[src/rtl/rtc_alm_pkg.sv]
package rtc_alm_pkg;

    localparam int BYTE_W     = 8;
    localparam int NUM_FIELDS = 3;
    localparam int HALF_DAY   = 12;

    typedef enum logic [1:0] {
        FLD_SEC = 2'd0,
        FLD_MIN = 2'd1,
        FLD_HR  = 2'd2
    } fld_e;

    typedef struct packed {
        logic bin;
        logic h24;
        logic hold;
        logic uie;
        logic aie;
    } mode_t;

    typedef struct packed {
        logic uf;
        logic af;
        logic irq;
    } flags_t;

    // True when the alarm byte is a don't-care code (bits 7:6 both set).
    function automatic logic is_wild(input logic [BYTE_W-1:0] v);
        return v[BYTE_W-1] & v[BYTE_W-2];
    endfunction

    // Convert a field byte to binary: pass-through or packed BCD decode.
    function automatic logic [BYTE_W-1:0] fld_dec(input logic [BYTE_W-1:0] v,
                                                 input logic bin);
        logic [BYTE_W-1:0] tens;
        logic [BYTE_W-1:0] units;
        tens  = {4'b0000, v[7:4]};
        units = {4'b0000, v[3:0]};
        if (bin)
            return v;
        return (tens * 8'd10) + units;
    endfunction

    // Hour in 24-hour binary form, folding the 12-hour PM marker.
    function automatic logic [BYTE_W-1:0] hr_norm(input logic [BYTE_W-1:0] v,
                                                 input logic bin,
                                                 input logic h24);
        logic [BYTE_W-1:0] t;
        if (h24)
            return fld_dec(v, bin);
        t = fld_dec({1'b0, v[BYTE_W-2:0]}, bin);
        t = t % BYTE_W'(HALF_DAY);
        if (v[BYTE_W-1])
            t = t + BYTE_W'(HALF_DAY);
        return t;
    endfunction

endpackage

[src/rtl/rtc_alm_field.sv]
module rtc_alm_field
    import rtc_alm_pkg::*;
#(
    parameter bit IS_HOUR = 1'b0
) (
    input  logic [BYTE_W-1:0] cur,
    input  logic [BYTE_W-1:0] alm,
    input  logic              bin_mode,
    input  logic              h24_mode,
    output logic              hit
);
    logic [BYTE_W-1:0] cur_n;
    logic [BYTE_W-1:0] alm_n;

    generate
        if (IS_HOUR) begin : g_hour
            always_comb begin
                cur_n = hr_norm(cur, bin_mode, h24_mode);
                alm_n = hr_norm(alm, bin_mode, h24_mode);
            end
        end else begin : g_plain
            always_comb begin
                cur_n = fld_dec(cur, bin_mode);
                alm_n = fld_dec(alm, bin_mode);
            end
        end
    endgenerate

    assign hit = is_wild(alm) | (cur_n == alm_n);
endmodule

[src/rtl/rtc_alm_flags.sv]
module rtc_alm_flags
    import rtc_alm_pkg::*;
(
    input  logic   clk,
    input  logic   rst,
    input  logic   upd_stb,
    input  logic   flag_clr,
    input  mode_t  mode,
    input  logic   match,
    output flags_t flags
);
    flags_t q;
    flags_t base;
    flags_t nxt;
    logic   set_uf;
    logic   set_af;
    logic   new_uf;
    logic   new_af;
    logic   uie_eff;

    always_comb begin
        base    = flag_clr ? '0 : q;
        set_uf  = upd_stb;
        set_af  = upd_stb & match & ~mode.hold;
        uie_eff = mode.uie & ~mode.hold;
        new_uf  = set_uf & ~base.uf;
        new_af  = set_af & ~base.af;
        nxt.uf  = base.uf | set_uf;
        nxt.af  = base.af | set_af;
        nxt.irq = base.irq | (new_uf & uie_eff) | (new_af & mode.aie);
    end

    always_ff @(posedge clk) begin
        if (rst)
            q <= '0;
        else
            q <= nxt;
    end

    assign flags = q;
endmodule

[src/rtl/rtc_alarm_match.sv]
module rtc_alarm_match
    import rtc_alm_pkg::*;
(
    input  logic              clk,
    input  logic              rst,
    input  logic              upd_stb,
    input  logic              flag_clr,
    input  logic              set_hold,
    input  logic              bin_mode,
    input  logic              h24_mode,
    input  logic              uie,
    input  logic              aie,
    input  logic [BYTE_W-1:0] cur_sec,
    input  logic [BYTE_W-1:0] cur_min,
    input  logic [BYTE_W-1:0] cur_hr,
    input  logic [BYTE_W-1:0] alm_sec,
    input  logic [BYTE_W-1:0] alm_min,
    input  logic [BYTE_W-1:0] alm_hr,
    output logic              upd_flag,
    output logic              alm_flag,
    output logic              irq
);
    logic [NUM_FIELDS-1:0][BYTE_W-1:0] cur_v;
    logic [NUM_FIELDS-1:0][BYTE_W-1:0] alm_v;
    logic [NUM_FIELDS-1:0]             hit;
    mode_t                             mode;
    flags_t                            flags;

    always_comb begin
        cur_v[FLD_SEC] = cur_sec;
        cur_v[FLD_MIN] = cur_min;
        cur_v[FLD_HR]  = cur_hr;
        alm_v[FLD_SEC] = alm_sec;
        alm_v[FLD_MIN] = alm_min;
        alm_v[FLD_HR]  = alm_hr;
        mode.bin  = bin_mode;
        mode.h24  = h24_mode;
        mode.hold = set_hold;
        mode.uie  = uie;
        mode.aie  = aie;
    end

    generate
        for (genvar i = 0; i < NUM_FIELDS; i++) begin : g_fld
            rtc_alm_field #(.IS_HOUR(i == int'(FLD_HR))) u_fld (
                .cur      (cur_v[i]),
                .alm      (alm_v[i]),
                .bin_mode (bin_mode),
                .h24_mode (h24_mode),
                .hit      (hit[i])
            );
        end
    endgenerate

    rtc_alm_flags u_flags (
        .clk      (clk),
        .rst      (rst),
        .upd_stb  (upd_stb),
        .flag_clr (flag_clr),
        .mode     (mode),
        .match    (&hit),
        .flags    (flags)
    );

    assign upd_flag = flags.uf;
    assign alm_flag = flags.af;
    assign irq      = flags.irq;
endmodule

[config.mk]
export PLATFORM = sky130hd
export DESIGN_NAME = rtc_alarm_match
export DESIGN_NICKNAME = d
export VERILOG_FILES = /design/src/rtl/rtc_alm_pkg.sv /design/src/rtl/rtc_alm_field.sv /design/src/rtl/rtc_alm_flags.sv /design/src/rtl/rtc_alarm_match.sv
export SDC_FILE = /design/constraint.sdc
export NUM_CORES = 1
export LEC_CHECK = 0
export BUFFER_PORTS_ARGS = -buffer_cell sky130_fd_sc_hd__buf_2
export CAP_MARGIN = 20
export CORE_MARGIN = 1.5
export CORE_UTILIZATION = 47
export DETAILED_ROUTE_END_ITERATION = 7
export PLACE_DENSITY = 0.69
export SLEW_MARGIN = 20
export SYNTH_ARGS = -nofsm -noshare
export SYNTH_HDL_FRONTEND = slang
export SYNTH_SLANG_ARGS = --single-unit
[constraint.sdc]
create_clock -name clk -period 3.6 [get_ports clk]
set_clock_uncertainty 0.1 [all_clocks]
set_input_delay 0 -clock clk [delete_from_list [all_inputs] [get_ports clk]]
set_output_delay 0 -clock clk [all_outputs]
set_load 0.05 [all_outputs]
After elaboration in Yosys (flattened, before gate mapping)
Index checks and enable logic that the tools add are counted.
{"block": "totals", "ff_bits": 3, "latch_bits": 0, "ram_bits": 0, "rom_bits": 0, "input_bits": 57, "out_inout_bits": 3, "memories": 0}
{"block": "classes", "add_sub_neg": 10, "n_mul": 8, "div_mod_pow": 2, "n_lt_le_gt_ge": 0, "n_eq_ne": 3, "n_shift": 0, "mux": 29, "bitwise": 20, "reduce_logical": 1}
{"operator": "2-to-1 mux 8 bit", "n": 24}
{"operator": "adder 8 x 4 -> 8 bit", "n": 6}
{"operator": "multiplier 4 x 3 -> 7 bit, second input constant", "n": 6}
{"operator": "== test 8 bit", "n": 3}
{"operator": "adder 7 x 4 -> 8 bit", "n": 2}
{"operator": "adder 8 x 4 -> 8 bit, second input constant", "n": 2}
{"operator": "modulo 8 x 4 -> 8 bit, second input constant", "n": 2}
{"operator": "multiplier 3 x 3 -> 6 bit, second input constant", "n": 2}
{"operator": "AND 1 bit", "n": 10}
{"operator": "OR 1 bit", "n": 7}
{"operator": "2-to-1 mux 1 bit", "n": 4}
{"operator": "2-to-1 mux 3 bit", "n": 1}
{"operator": "NOT 1 bit", "n": 3}
{"operator": "AND reduction 3 bit", "n": 1}

Depth between registers and ports, before layout
Gate-level depths: netlist of run 1.
{"block": "depth", "ltp_word": 16, "mapped_depth": 20}

By module
From an unflattened synthesis of run 1, not the netlist that was laid out.
{"block": "hier_totals", "hier_cells": 398, "area_unflattened_um2": 3425.8}
{"module": "rtc_alm_field (g_fld[2].u_fld)", "n_inst": 1, "cells_per_inst": 207, "area_each_um2": 1712.9, "seq_area_each_um2": 0.0}
{"module": "rtc_alm_field (g_fld[1].u_fld)", "n_inst": 1, "cells_per_inst": 86, "area_each_um2": 790.8, "seq_area_each_um2": 0.0}
{"module": "rtc_alm_field (g_fld[0].u_fld)", "n_inst": 1, "cells_per_inst": 89, "area_each_um2": 784.5, "seq_area_each_um2": 0.0}
{"module": "rtc_alm_flags", "n_inst": 1, "cells_per_inst": 15, "area_each_um2": 131.4, "seq_area_each_um2": 60.1}
{"module": "rtc_alarm_match", "n_inst": 1, "cells_per_inst": 1, "area_each_um2": 6.3, "seq_area_each_um2": 0.0}

Worst setup path before layout of run 1
No wires, ideal clock.
{"block": "synth_path", "path_type": "input to register", "startpoint": "input cur_hr[4]", "endpoint": "register u_flags.q (netlist bit u_flags.flags[1])", "setup_time_ns": 0.091, "arrival_ns": 3.551, "t_required_ns": 3.409, "slack_ns": -0.142, "stages": 19, "n_path_buf": 1, "path_cell_list": "ha_1 ha_1 a21oi_1 a221oi_1 o32a_1 and2_1 clkbuf_1 nor2_1 o21ai_0 a21oi_1 a211oi_1 ha_1 nand3b_1 nand2_1 a211oi_1 xnor2_1 nor4_2 o211ai_1 a311oi_1"}
{"block": "synth_via", "elab_chain_cells": 14}
{"item": "start: declaration", "line": "rtc_alarm_match.sv:15", "source": "input logic [BYTE_W-1:0] cur_hr,"}
{"item": "multiplier 3 x 3 -> 6 bit", "line": "rtc_alm_pkg.sv:41", "source": "return (tens * 8'd10) + units;"}
{"item": "adder 7 x 4 -> 8 bit", "line": "rtc_alm_pkg.sv:41"}
{"item": "2-to-1 mux 8 bit", "line": "rtc_alm_pkg.sv:41"}
{"item": "2-to-1 mux 8 bit", "line": "rtc_alm_pkg.sv:51", "source": "t = fld_dec({1'b0, v[BYTE_W-2:0]}, bin);"}
{"item": "modulo 8 x 4 -> 8 bit", "line": "rtc_alm_pkg.sv:52", "source": "t = t % BYTE_W'(HALF_DAY);"}
{"item": "adder 8 x 4 -> 8 bit", "line": "rtc_alm_pkg.sv:54", "source": "t = t + BYTE_W'(HALF_DAY);"}
{"item": "2-to-1 mux 8 bit", "line": "rtc_alm_pkg.sv:53", "source": "if (v[BYTE_W-1])"}
{"item": "2-to-1 mux 8 bit (*)", "line": "rtc_alm_pkg.sv:51"}
{"item": "== test 8 bit (*)", "line": "rtc_alm_field.sv:29", "source": "assign hit = is_wild(alm) | (cur_n == alm_n);"}
{"item": "OR 1 bit (*)", "line": "rtc_alm_field.sv:29"}
{"item": "AND reduction 3 bit (*)", "line": "rtc_alarm_match.sv:61", "source": ".match (&hit),"}
{"item": "AND 1 bit (*) (2 in a row)", "line": "rtc_alm_flags.sv:24", "source": "set_af = upd_stb & match & ~mode.hold;"}
{"item": "OR 1 bit (*)", "line": "rtc_alm_flags.sv:29", "source": "nxt.af = base.af | set_af;"}
{"item": "end signal: assignment", "line": "rtc_alm_flags.sv:37", "source": "q <= nxt;"}
{"item": "end: declaration", "line": "rtc_alm_flags.sv:12", "source": "flags_t q;"}
Mark *: on every way between the ends. The rest lies on a longest branch, timed or not. The select of a mux whose other input is x is not followed.
A chain may end at the register's enable or synchronous reset.

Worst setup path after layout of run 1
Same ends and word-level chain as after synthesis.

==> results of run 1 <==
[stage by stage]
step,std cells,hold slack (ns)
floorplan,422,-0.0309
CTS,630,0.0790
global route,635,0.134
global placement,622,0.108
detailed placement,622,0.109
finish,635,0.0882
[kinds of logic (layout without fill, tap and decap cells)]
family                   count (synthesis)  after routing
flip-flops                               3              3
multiplexers                             9              9
AO/OA/AOI/OAI                          110            110
buffers and inverters                   32            149
XOR/XNOR                                80             80
adder cells (fa/ha/maj)                 60             60
AND/OR/NAND/NOR                        128            128
[final timing paths]
| kind | start | end | slack, ns | cells after the start |
|---|---|---|---|---|
| min | flag_clr | u_flags.flags[1]$_SDFF_PP0_ | 0.09 | 4 |
| max reg2reg | u_flags.flags[2]$_SDFF_PP0_ | u_flags.flags[2]$_SDFF_PP0_ | 2.29 | 3 |
| min reg2reg | u_flags.flags[1]$_SDFF_PP0_ | u_flags.flags[1]$_SDFF_PP0_ | 0.47 | 2 |
| max | cur_hr[4] | u_flags.flags[1]$_SDFF_PP0_ | 0.03 | 18 |
[worst min-delay path: cells and delay by family]
kind	cells	cell delay, ns
AOI/OAI and AO/OA	1	0.10
buffers and inverters	2	0.14
and+or+nand+nor	1	0.10
[Yosys cell counts (2+ instances only)]
cell / instances
fa_1: 12
nand3_1: 11
mux2i_1: 6
o211ai_1: 4
nor2_1: 22
xor2_1: 25
nand2_1: 39
a221oi_1: 4
nand2b_1: 8
o2111a_1: 2
o31ai_1: 3
a211o_1: 8
a22oi_1: 4
o21a_1: 3
ha_1: 48
nor3_1: 8
inv_1: 21
o21ai_0: 17
or3_1: 5
nand4_1: 5
buf_1: 2
mux2_2: 3
clkbuf_1: 6
a21boi_1: 3
a21oi_1: 20
dfxtp_1: 3
a211oi_1: 9
and2_1: 7
and3_1: 6
xnor2_1: 54
a21o_1: 9
o211a_1: 2
o32a_1: 2
or2_2: 2
nor2b_1: 4
o2111ai_1: 3
[repair_timing]
action,CTS,global route
resized for setup,10,32
setup buffers,2,5
setup endpoints to repair,2,2
hold buffers,2,0
pin swaps,6,27
endpoints found under the hold margin,3,0
[area by class of cell]
cell class,count,area (um^2),area share
tap,96,120,0.0266
clock buffer,4,45.0,0.00999
multi-input combinational,387,3420,0.758
timing repair buffer,124,788,0.175
inverter,21,78.8,0.0175
sequential,3,60.1,0.0133
[cells in the final DEF (no fill, tap or decap), types with 4 or more instances in the layout]
master	n
a211o_1	8
a211oi_2	5
a21o_1	9
a21oi_1	15
a22oi_1	4
and2_1	5
and3_1	5
buf_2	59
buf_4	63
fa_1	10
ha_1	40
ha_4	6
inv_1	21
mux2i_1	5
nand2_1	38
nand2b_1	8
nand3_1	10
nand4_1	5
nor2_1	20
nor2b_1	4
nor3_1	8
o211ai_1	4
o21ai_0	17
or3_1	5
xnor2_1	53
xor2_1	25
[layer usage]
metal	up-vias	wire [um]	global-route usage
li1	1778	-	-
met1	1679	3920	0.286
met2	90	4900	0.472
met3	12	349	0.0152
met4	0	109	0.0469
met5	-	0	0
[power groups by stage]
stage          Combinational [W]  Sequential [W]  Clock [W]
5_1_grt                  0.00103       0.0000356   0.000102
4_1_cts                 0.000871       0.0000355  0.0000985
3_3_place_gp            0.000823       0.0000358          0
2_1_floorplan           0.000587       0.0000400          0
6_report                0.000933       0.0000355  0.0000986
3_5_place_dp            0.000844       0.0000359          0
==> out/results.txt, run 1 <==
slew margin rel.: 0.667
crit path DAT: 3.59 ns
Fin Setup TNS: 0 ns
crit path time final: 3.57 ns
port bufs: 59
slowest cell on the critical path: o41ai_4
Max Slew Vio Count: 0
final hold violation count: 0
Via density: 5.60
worst min-delay path class: primary input to register
most used cell, CP: ha_4
clock root cell: clkbuf_8
WP data required: 3.62 ns
cells after synthesis: 422
largest net degree at the start of global routing: 20
Initial Utilization: 0.489
Crit path max-delay family: compound AO/OA/AOI/OAI gates
DR iter-0 viols: 131
DR DRC count: 0
# diodes: 0
Synth Area in Simple Gates: 0.200
Pre-antenna DRT Iters: 4
Net Sw Frac: 0.457
dominant cell type by area after synthesis: ha_1
RSZ-0062 raised after global routing: true
Max FO, Critical Path: 6
Worst Setup End Kind: register
initial antenna violation count: 0
Top-Level Pins: 60
Overall Global Routing Usage: 0.241
vias in the first global route: 3,386
Synthesized Nets: 539
Avg Cell Area, Syn: 7.87 um^2
combinational fraction of design power: 0.874
WL final: 9280 um
status: complete, no violations
setup ws final: 0.0295 ns
Buf+Inv Stages, Crit Path: 1
die height: 87.1 um
Yosys top cell area share: 0.181
part of the power in registers: 0.033
Max Cap Viol: 0
FMAX: 280 MHz
total power: 0.00107 W
mapped cell area: 3320 um^2
Synth Area in Adders: 0.253
XOR/XNOR share of the synthesized area: 0.213
fillers: 581
Num CTS Buffers: 3
crit start category: primary input
worst path cell trace: buf_2 > ha_4 > ha_4 > nand3_4 > and3_4 > o41ai_4 > nor2_1 > o211a_1 > nor4b_4 > a21o_1 > ha_1 > nand3b_1 > nand2_1 > a211oi_2 > xnor2_1 > nor4_2 > o211ai_1 > a311oi_1
wire length per cell: 14.6 um
global route total overflow: 0
placed cell area: 4150 um^2
Compound-Gate Fraction of Synth Area: 0.247
final worst-path cycle share: 0.992
HPWL Detailed: 7490 um
Num Clock Sinks: 3
Area Overhead vs Synth: 35.8%
Worst-Skew Late Latency: 0.22 ns
largest family of logic cells by synthesized area: adder cells
max reg flops: 3
Clk pwr share: 0.092
fin util: 0.664
P_sw: 0.000487 W
first-pass GRT wire length: 15,000 um
VDD IR max: 97.6 uV
worst setup path category: primary input to register
Distinct cells, synth: 68
cell internal pwr: 0.000579 W
pwr/cell area: 237 nW/um^2
Core Area: 6790 um^2
share of cells above drive strength 1: 0.328
final RePlAce weighted congestion: 0.946
Final Cell Area: 4510 um^2
CTS tree: done
Die ar.: 7580 um^2
measured slew at the worst slew-check pin: 0.487 ns
post-synthesis mux area share: 0.0283
number of enable flip-flop cells after synthesis: 0
Routed Antenna Nets: 0
Core Rows: 30
sequential share of the synthesized area: 0.0181
post-synthesis sequential element count: 3
CP max stage delay: 0.39 ns
ys async rst share: 0
Die Wd: 87.1 um
Leak Pwr: 2.04 nW
H-tree levels: 1
Post-Place Setup Slack: -0.491 ns
Clock transition at path regs: 0.03 ns
via count: 3,559
endpoints failing setup: 0
Max clock buf depth: 2
NumNets Final: 657
Synth area leaders: ha_1 (18%), xnor2_1 (14%), fa_1 (7.2%)
Top FF cell, synth: dfxtp_1
Synthesis Warnings: 0
No activity file was read; power rests on OpenSTA's default activity.
==> run 2, diff against run 1 <==
- CORE_MARGIN: 1.5 -> 3
- GPL_TIMING_DRIVEN: default -> 0
==> run 2 against run 1 <==
Worst setup slack better by 0.090 ns; combinational power is 8.5% lower; critical path type unchanged; first-iteration DRC count is 5.3% higher; die area increased by 7.0%; via count is 4.6% lower; critical path depth did not move; sequential power is essentially flat; sequential cell count unchanged; global-route usage is 2.8 points lower; cell count decreased by 5.7%; sequential share of layout area rose by 0.090 points.
==> out/results.txt, run 2 (same netlist as run 1, synthesis figures left out) <==
status: complete, no violations
worst setup path category: primary input to register
worst min-delay path class: primary input to register
wire length per cell: 15.1 um
Fin Setup TNS: 0 ns
vias in the first global route: 3,299
Die Wd: 90.1 um
Max Slew Vio Count: 0
register area: 60.1 um^2
VDD IR max: 104 uV
Num Clock Sinks: 3
first-pass GRT wire length: 14,900 um
most used cell, CP: a21o_1
# diodes: 0
Worst Setup End Kind: register
Num CTS Buffers: 3
endpoints failing setup: 0
fillers: 616
Crit path max-delay family: compound AO/OA/AOI/OAI gates
NumNets Final: 621
final worst-path cycle share: 0.967
HPWL Detailed: 7150 um
share of cells above drive strength 1: 0.274
Routed Antenna Nets: 0
slew margin rel.: 0.525
initial antenna violation count: 0
global route total overflow: 0
via count: 3,394
final hold violation count: 0
port bufs: 59
Buf+Inv Stages, Crit Path: 1
slowest cell on the critical path: fa_2
Top-Level Pins: 60
CP max stage delay: 0.37 ns
crit path DAT: 3.50 ns
Core Area: 6830 um^2
DR iter-0 viols: 138
Core Rows: 30
die height: 90.1 um
Area Overhead vs Synth: 27.2%
max reg flops: 3
final RePlAce weighted congestion: 0.948
Max clock buf depth: 2
Via density: 5.67
Initial Utilization: 0.486
crit path time final: 3.48 ns
fin util: 0.618
WP data required: 3.62 ns
measured slew at the worst slew-check pin: 0.712 ns
Die ar.: 8110 um^2
FMAX: 287 MHz
Leak Pwr: 1.84 nW
most common cell after layout, fill and taps aside: buf_2
crit start category: primary input
clock root cell: clkbuf_8
largest net degree at the start of global routing: 11
CTS tree: done
DR DRC count: 0
area of the multi-input gates: 3410 um^2
Max FO, Critical Path: 6
Overall Global Routing Usage: 0.214
Pre-antenna DRT Iters: 5
Max Cap Viol: 0
H-tree levels: 1
Worst-Skew Late Latency: 0.22 ns
Clock transition at path regs: 0.03 ns
WL final: 9060 um
RSZ-0062 raised after global routing: true
commonest non-fill, non-tap cells in the layout: buf_2 (56), xnor2_1 (53), ha_1 (41), nand2_1 (39), xor2_1 (25)
worst path cell trace: clkbuf_4 > ha_4 > fa_2 > a21o_1 > a221oi_2 > a211o_2 > mux2i_2 > nor2_1 > nor4b_2 > a21o_1 > ha_1 > nand3b_1 > nand2_1 > a211oi_2 > xnor2_1 > nor4_2 > o211ai_1 > a311oi_1
pwr/cell area: 234 nW/um^2
run 2: power by group:
| group | internal, W | switching, W | total, W |
|---|---|---|---|
| clock network | 0.0000756 | 0.0000232 | 0.0000988 |
| registers | 0.0000347 | 0.00000104 | 0.0000358 |
| logic | 0.000408 | 0.000446 | 0.000854 |
| total | 0.000518 | 0.000470 | 0.000988 |
run 2: final cells by class:
| type | count | area share |
|---|---|---|
| buffer | 11 | 0.0145 |
| clock buffer | 4 | 0.0107 |
| inverter | 21 | 0.0187 |
| multi-input combinational | 387 | 0.808 |
| sequential | 3 | 0.0142 |
| tap | 96 | 0.0284 |
| timing repair buffer | 77 | 0.105 |
run 2: timing repair:
item                                    in CTS  in global routing
hold buffers                                 2                  0
buffers inserted                             7                  9
endpoints found under the hold margin        3                  0
gates resized for setup                     21                 31
pin swaps                                    9                  5
endpoints found under the setup margin       2                  2
run 2: stage by stage:
step | setup WS [ns] | instances | power (W) | hold slack [ns] | area [um^2]
3_3_place_gp | -0.631 | 577 | 0.000774 | 0.106 | 3790
3_5_place_dp | -0.635 | 577 | 0.000790 | 0.113 | 3790
5_1_grt | -0.0998 | 599 | 0.00108 | 0.108 | 4220
4_1_cts | 0.0187 | 590 | 0.000936 | 0.0864 | 4000
6_report | 0.120 | 599 | 0.000988 | 0.0930 | 4220
2_1_floorplan | 0.00203 | 422 | 0.000627 | -0.0309 | 3370
run 2: worst paths after layout:
kind / startpoint / to / slack (ns) / cells past startpoint
worst max-delay path: cur_hr[4] / u_flags.flags[1]$_SDFF_PP0_ / 0.12 / 18
worst min-delay path: flag_clr / u_flags.flags[1]$_SDFF_PP0_ / 0.09 / 4
worst max register to register: u_flags.flags[1]$_SDFF_PP0_ / u_flags.flags[0]$_SDFF_PP0_ / 2.47 / 5
worst min register to register: u_flags.flags[2]$_SDFF_PP0_ / u_flags.flags[2]$_SDFF_PP0_ / 0.46 / 2
run 2: layer usage:
layer	GRT usage	part of all wire
met5	0	0
met4	0.0485	0.011
met3	0.0117	0.031
met2	0.391	0.50
met1	0.274	0.46
run 2: worst register-to-register path: stages (launching register included):
cell and delay (ns):
dfxtp_1 0.34, nand2_1 0.09, nand2_1 0.08, nor2_1 0.04
a221oi_1 0.26, a21oi_1 0.09
==> run 3, diff against run 2 <==
- ABC_AREA: default -> 1
- CTS_BUF_LIST: default -> sky130_fd_sc_hd__clkbuf_8
==> run 3 against run 2 <==
Hold slack got worse by 0.022 ns; die area down 6.2%; critical path depth rose by 7; register-to-register slack better by 0.18 ns; final area is 13% lower; maximum frequency rose by 5.2%; via count shrank 0.27%; sequential cell count unchanged; total power fell by 21%; non-clock buffer count shrank 16.
==> out/results.txt, run 3 <==
max reg flops: 3
Pre-antenna DRT Iters: 4
die height: 87.2 um
Compound-Gate Fraction of Synth Area: 0.168
Core Rows: 28
worst setup path category: primary input to register
DR iter-0 viols: 144
Worst-Skew Late Latency: 0.22 ns
initial antenna violation count: 0
Synth area leaders: ha_1 (19%), nand2_1 (12%), fa_1 (7.7%)
Clock transition at path regs: 0.03 ns
Top FF cell, synth: dfxtp_1
worst min-delay path class: primary input to register
XOR/XNOR share of the synthesized area: 0.124
Max clock buf depth: 2
Routed Antenna Nets: 0
commonest non-fill, non-tap cells in the layout: nand2_1 (99), inv_1 (64), buf_2 (60), ha_1 (45), nor2_1 (41)
Overall Global Routing Usage: 0.209
first-pass GRT wire length: 13,300 um
port bufs: 58
FMAX: 302 MHz
worst hold slack: 0.0706 ns
Num Clock Sinks: 3
clock root cell: clkbuf_8
CTS tree: done
WP data required: 3.65 ns
Via density: 5.37
ys async rst share: 0
Max FO, Critical Path: 7
crit path time final: 3.31 ns
endpoints failing setup: 0
vias in the first global route: 3,122
cells after synthesis: 488
DR DRC count: 0
Top-Level Pins: 60
non-filler cells, final: 630
status: complete, no violations
mapped cell area: 3100 um^2
slew margin rel.: 0.627
sequential share of the synthesized area: 0.0194
final RePlAce weighted congestion: 0.863
pwr/cell area: 212 nW/um^2
Initial Utilization: 0.503
Area Overhead vs Synth: 18.5%
Synthesis Warnings: 0
NumNets Final: 673
HPWL Detailed: 6660 um
Max Cap Viol: 0
wire length per cell: 12.5 um
measured slew at the worst slew-check pin: 0.559 ns
# diodes: 0
largest family of logic cells by synthesized area: simple AND/OR/NAND/NOR gates
H-tree levels: 1
dominant cell type by area after synthesis: ha_1
Synth Area in Adders: 0.271
Avg Cell Area, Syn: 6.36 um^2
number of enable flip-flop cells after synthesis: 0
Worst Setup End Kind: register
Synthesized Nets: 605
largest net degree at the start of global routing: 11
crit path DAT: 3.36 ns
WL final: 7890 um
global route total overflow: 0
Distinct cells, synth: 42
Max Slew Vio Count: 0
via count: 3,385
reg-to-reg slack, setup: 2.65 ns
final hold violation count: 0
post-synthesis mux area share: 0
Die ar.: 7610 um^2
Leak Pwr: 1.91 nW
Synth Area in Simple Gates: 0.324
final worst-path cycle share: 0.919
VDD IR max: 131 uV
Core Area: 6170 um^2
most common cell after layout, fill and taps aside: nand2_1
most frequent cell after synthesis: nand2_1
share of cells above drive strength 1: 0.204
post-synthesis sequential element count: 3
Post-synth top cells: nand2_1 (102), inv_1 (63), ha_1 (48), nor2_1 (42), o21ai_0 (32)
Yosys top cell area share: 0.194
Die Wd: 87.2 um
Num CTS Buffers: 3
placed cell count: 621
crit start category: primary input
run 3: changes by cell type after synthesis, sizes merged, moves of 19 or more:
cell	previous run	this run
nand2	39	112
nand3	12	37
inv	21	66
nor2	23	42
xnor2	54	25
o21ai	17	37
run 3: worst paths after layout:
kind | startpoint | endpoint | depth (start not counted)
setup / recovery | alm_hr[6] | u_flags.flags[0]$_SDFF_PP0_ | 25
hold / removal | set_hold | u_flags.flags[1]$_SDFF_PP0_ | 5
setup reg to reg | u_flags.flags[2]$_SDFF_PP0_ | u_flags.flags[0]$_SDFF_PP0_ | 5
hold reg to reg | u_flags.flags[1]$_SDFF_PP0_ | u_flags.flags[1]$_SDFF_PP0_ | 2
run 3: repair_timing:
action / 4_1_cts / 5_1_grt
setup buffers: 0 / 2
hold buffers: 3 / 0
resized for setup: 0 / 21
endpoints found under the hold margin: 3 / 0
setup endpoints to repair: 0 / 2
run 3: worst max-delay path: stages:
cell	delay, ns
buf_2	0.16
ha_1	0.32
ha_4	0.30
nand3_1	0.12
nand3_4	0.13
nand3_1	0.10
nand2_1	0.08
nand3_1	0.07
nand2_1	0.11
o211ai_1	0.10
nand2_1	0.12
nand2_1	0.07
nand2_1	0.10
nor2_1	0.07
o21ai_2	0.13
nand2_1	0.08
ha_1	0.19
o21ai_0	0.20
o21ai_1	0.11
xor2_1	0.17
nor3_1	0.14
nand4_1	0.14
nand2_2	0.13
nand3_1	0.09
a21oi_2	0.12
run 3: metal layers:
layer  track usage  wire [um]  part of all wire  vias up
li1              -          -                 -     1768
met1         0.260       3540              0.45     1542
met2         0.391       3970              0.50       60
met3        0.0151        238             0.030       15
met4        0.0460        150             0.019        0
met5             0          0                 0        -
run 3: cell type report:
cell class,instances,area [um^2]
timing repair buffer,63,335
clock inverter,1,3.75
multi-input combinational,410,2850
sequential,3,60.1
inverter,66,248
clock buffer,3,41.3
buffer,9,40.0
tap,75,93.8
fill,593,2490
run 3: power breakdown:
part / total (W) / internal [W] / switching [W]
Sequential: 0.0000354 / 0.0000347 / 0.000000686
Clock: 0.0000977 / 0.0000728 / 0.0000248
Combinational: 0.000647 / 0.000269 / 0.000378
run 3: logic make-up after synthesis:
logic type / Yosys count
AOI/OAI and AO/OA: 88
xor gates and xnor gates: 44
adders and majority gates: 60
buffers and inverters: 75
DFF: 3
and+or+nand+nor: 218
run 3: per-stage QoR:
stage | power [W] | TNS, ns | setup slack, ns | util | instance area (um^2)
after global placement | 0.000628 | -0.0518 | -0.0516 | 0.565 | 3490
after CTS | 0.000750 | 0 | 0.0740 | 0.578 | 3560
after detailed placement | 0.000646 | -0.215 | -0.140 | 0.565 | 3490
after global routing | 0.000877 | -0.0374 | -0.0374 | 0.596 | 3670
after floorplan | 0.000500 | 0 | 0.475 | - | 3100
final | 0.000780 | 0 | 0.292 | 0.596 | 3670
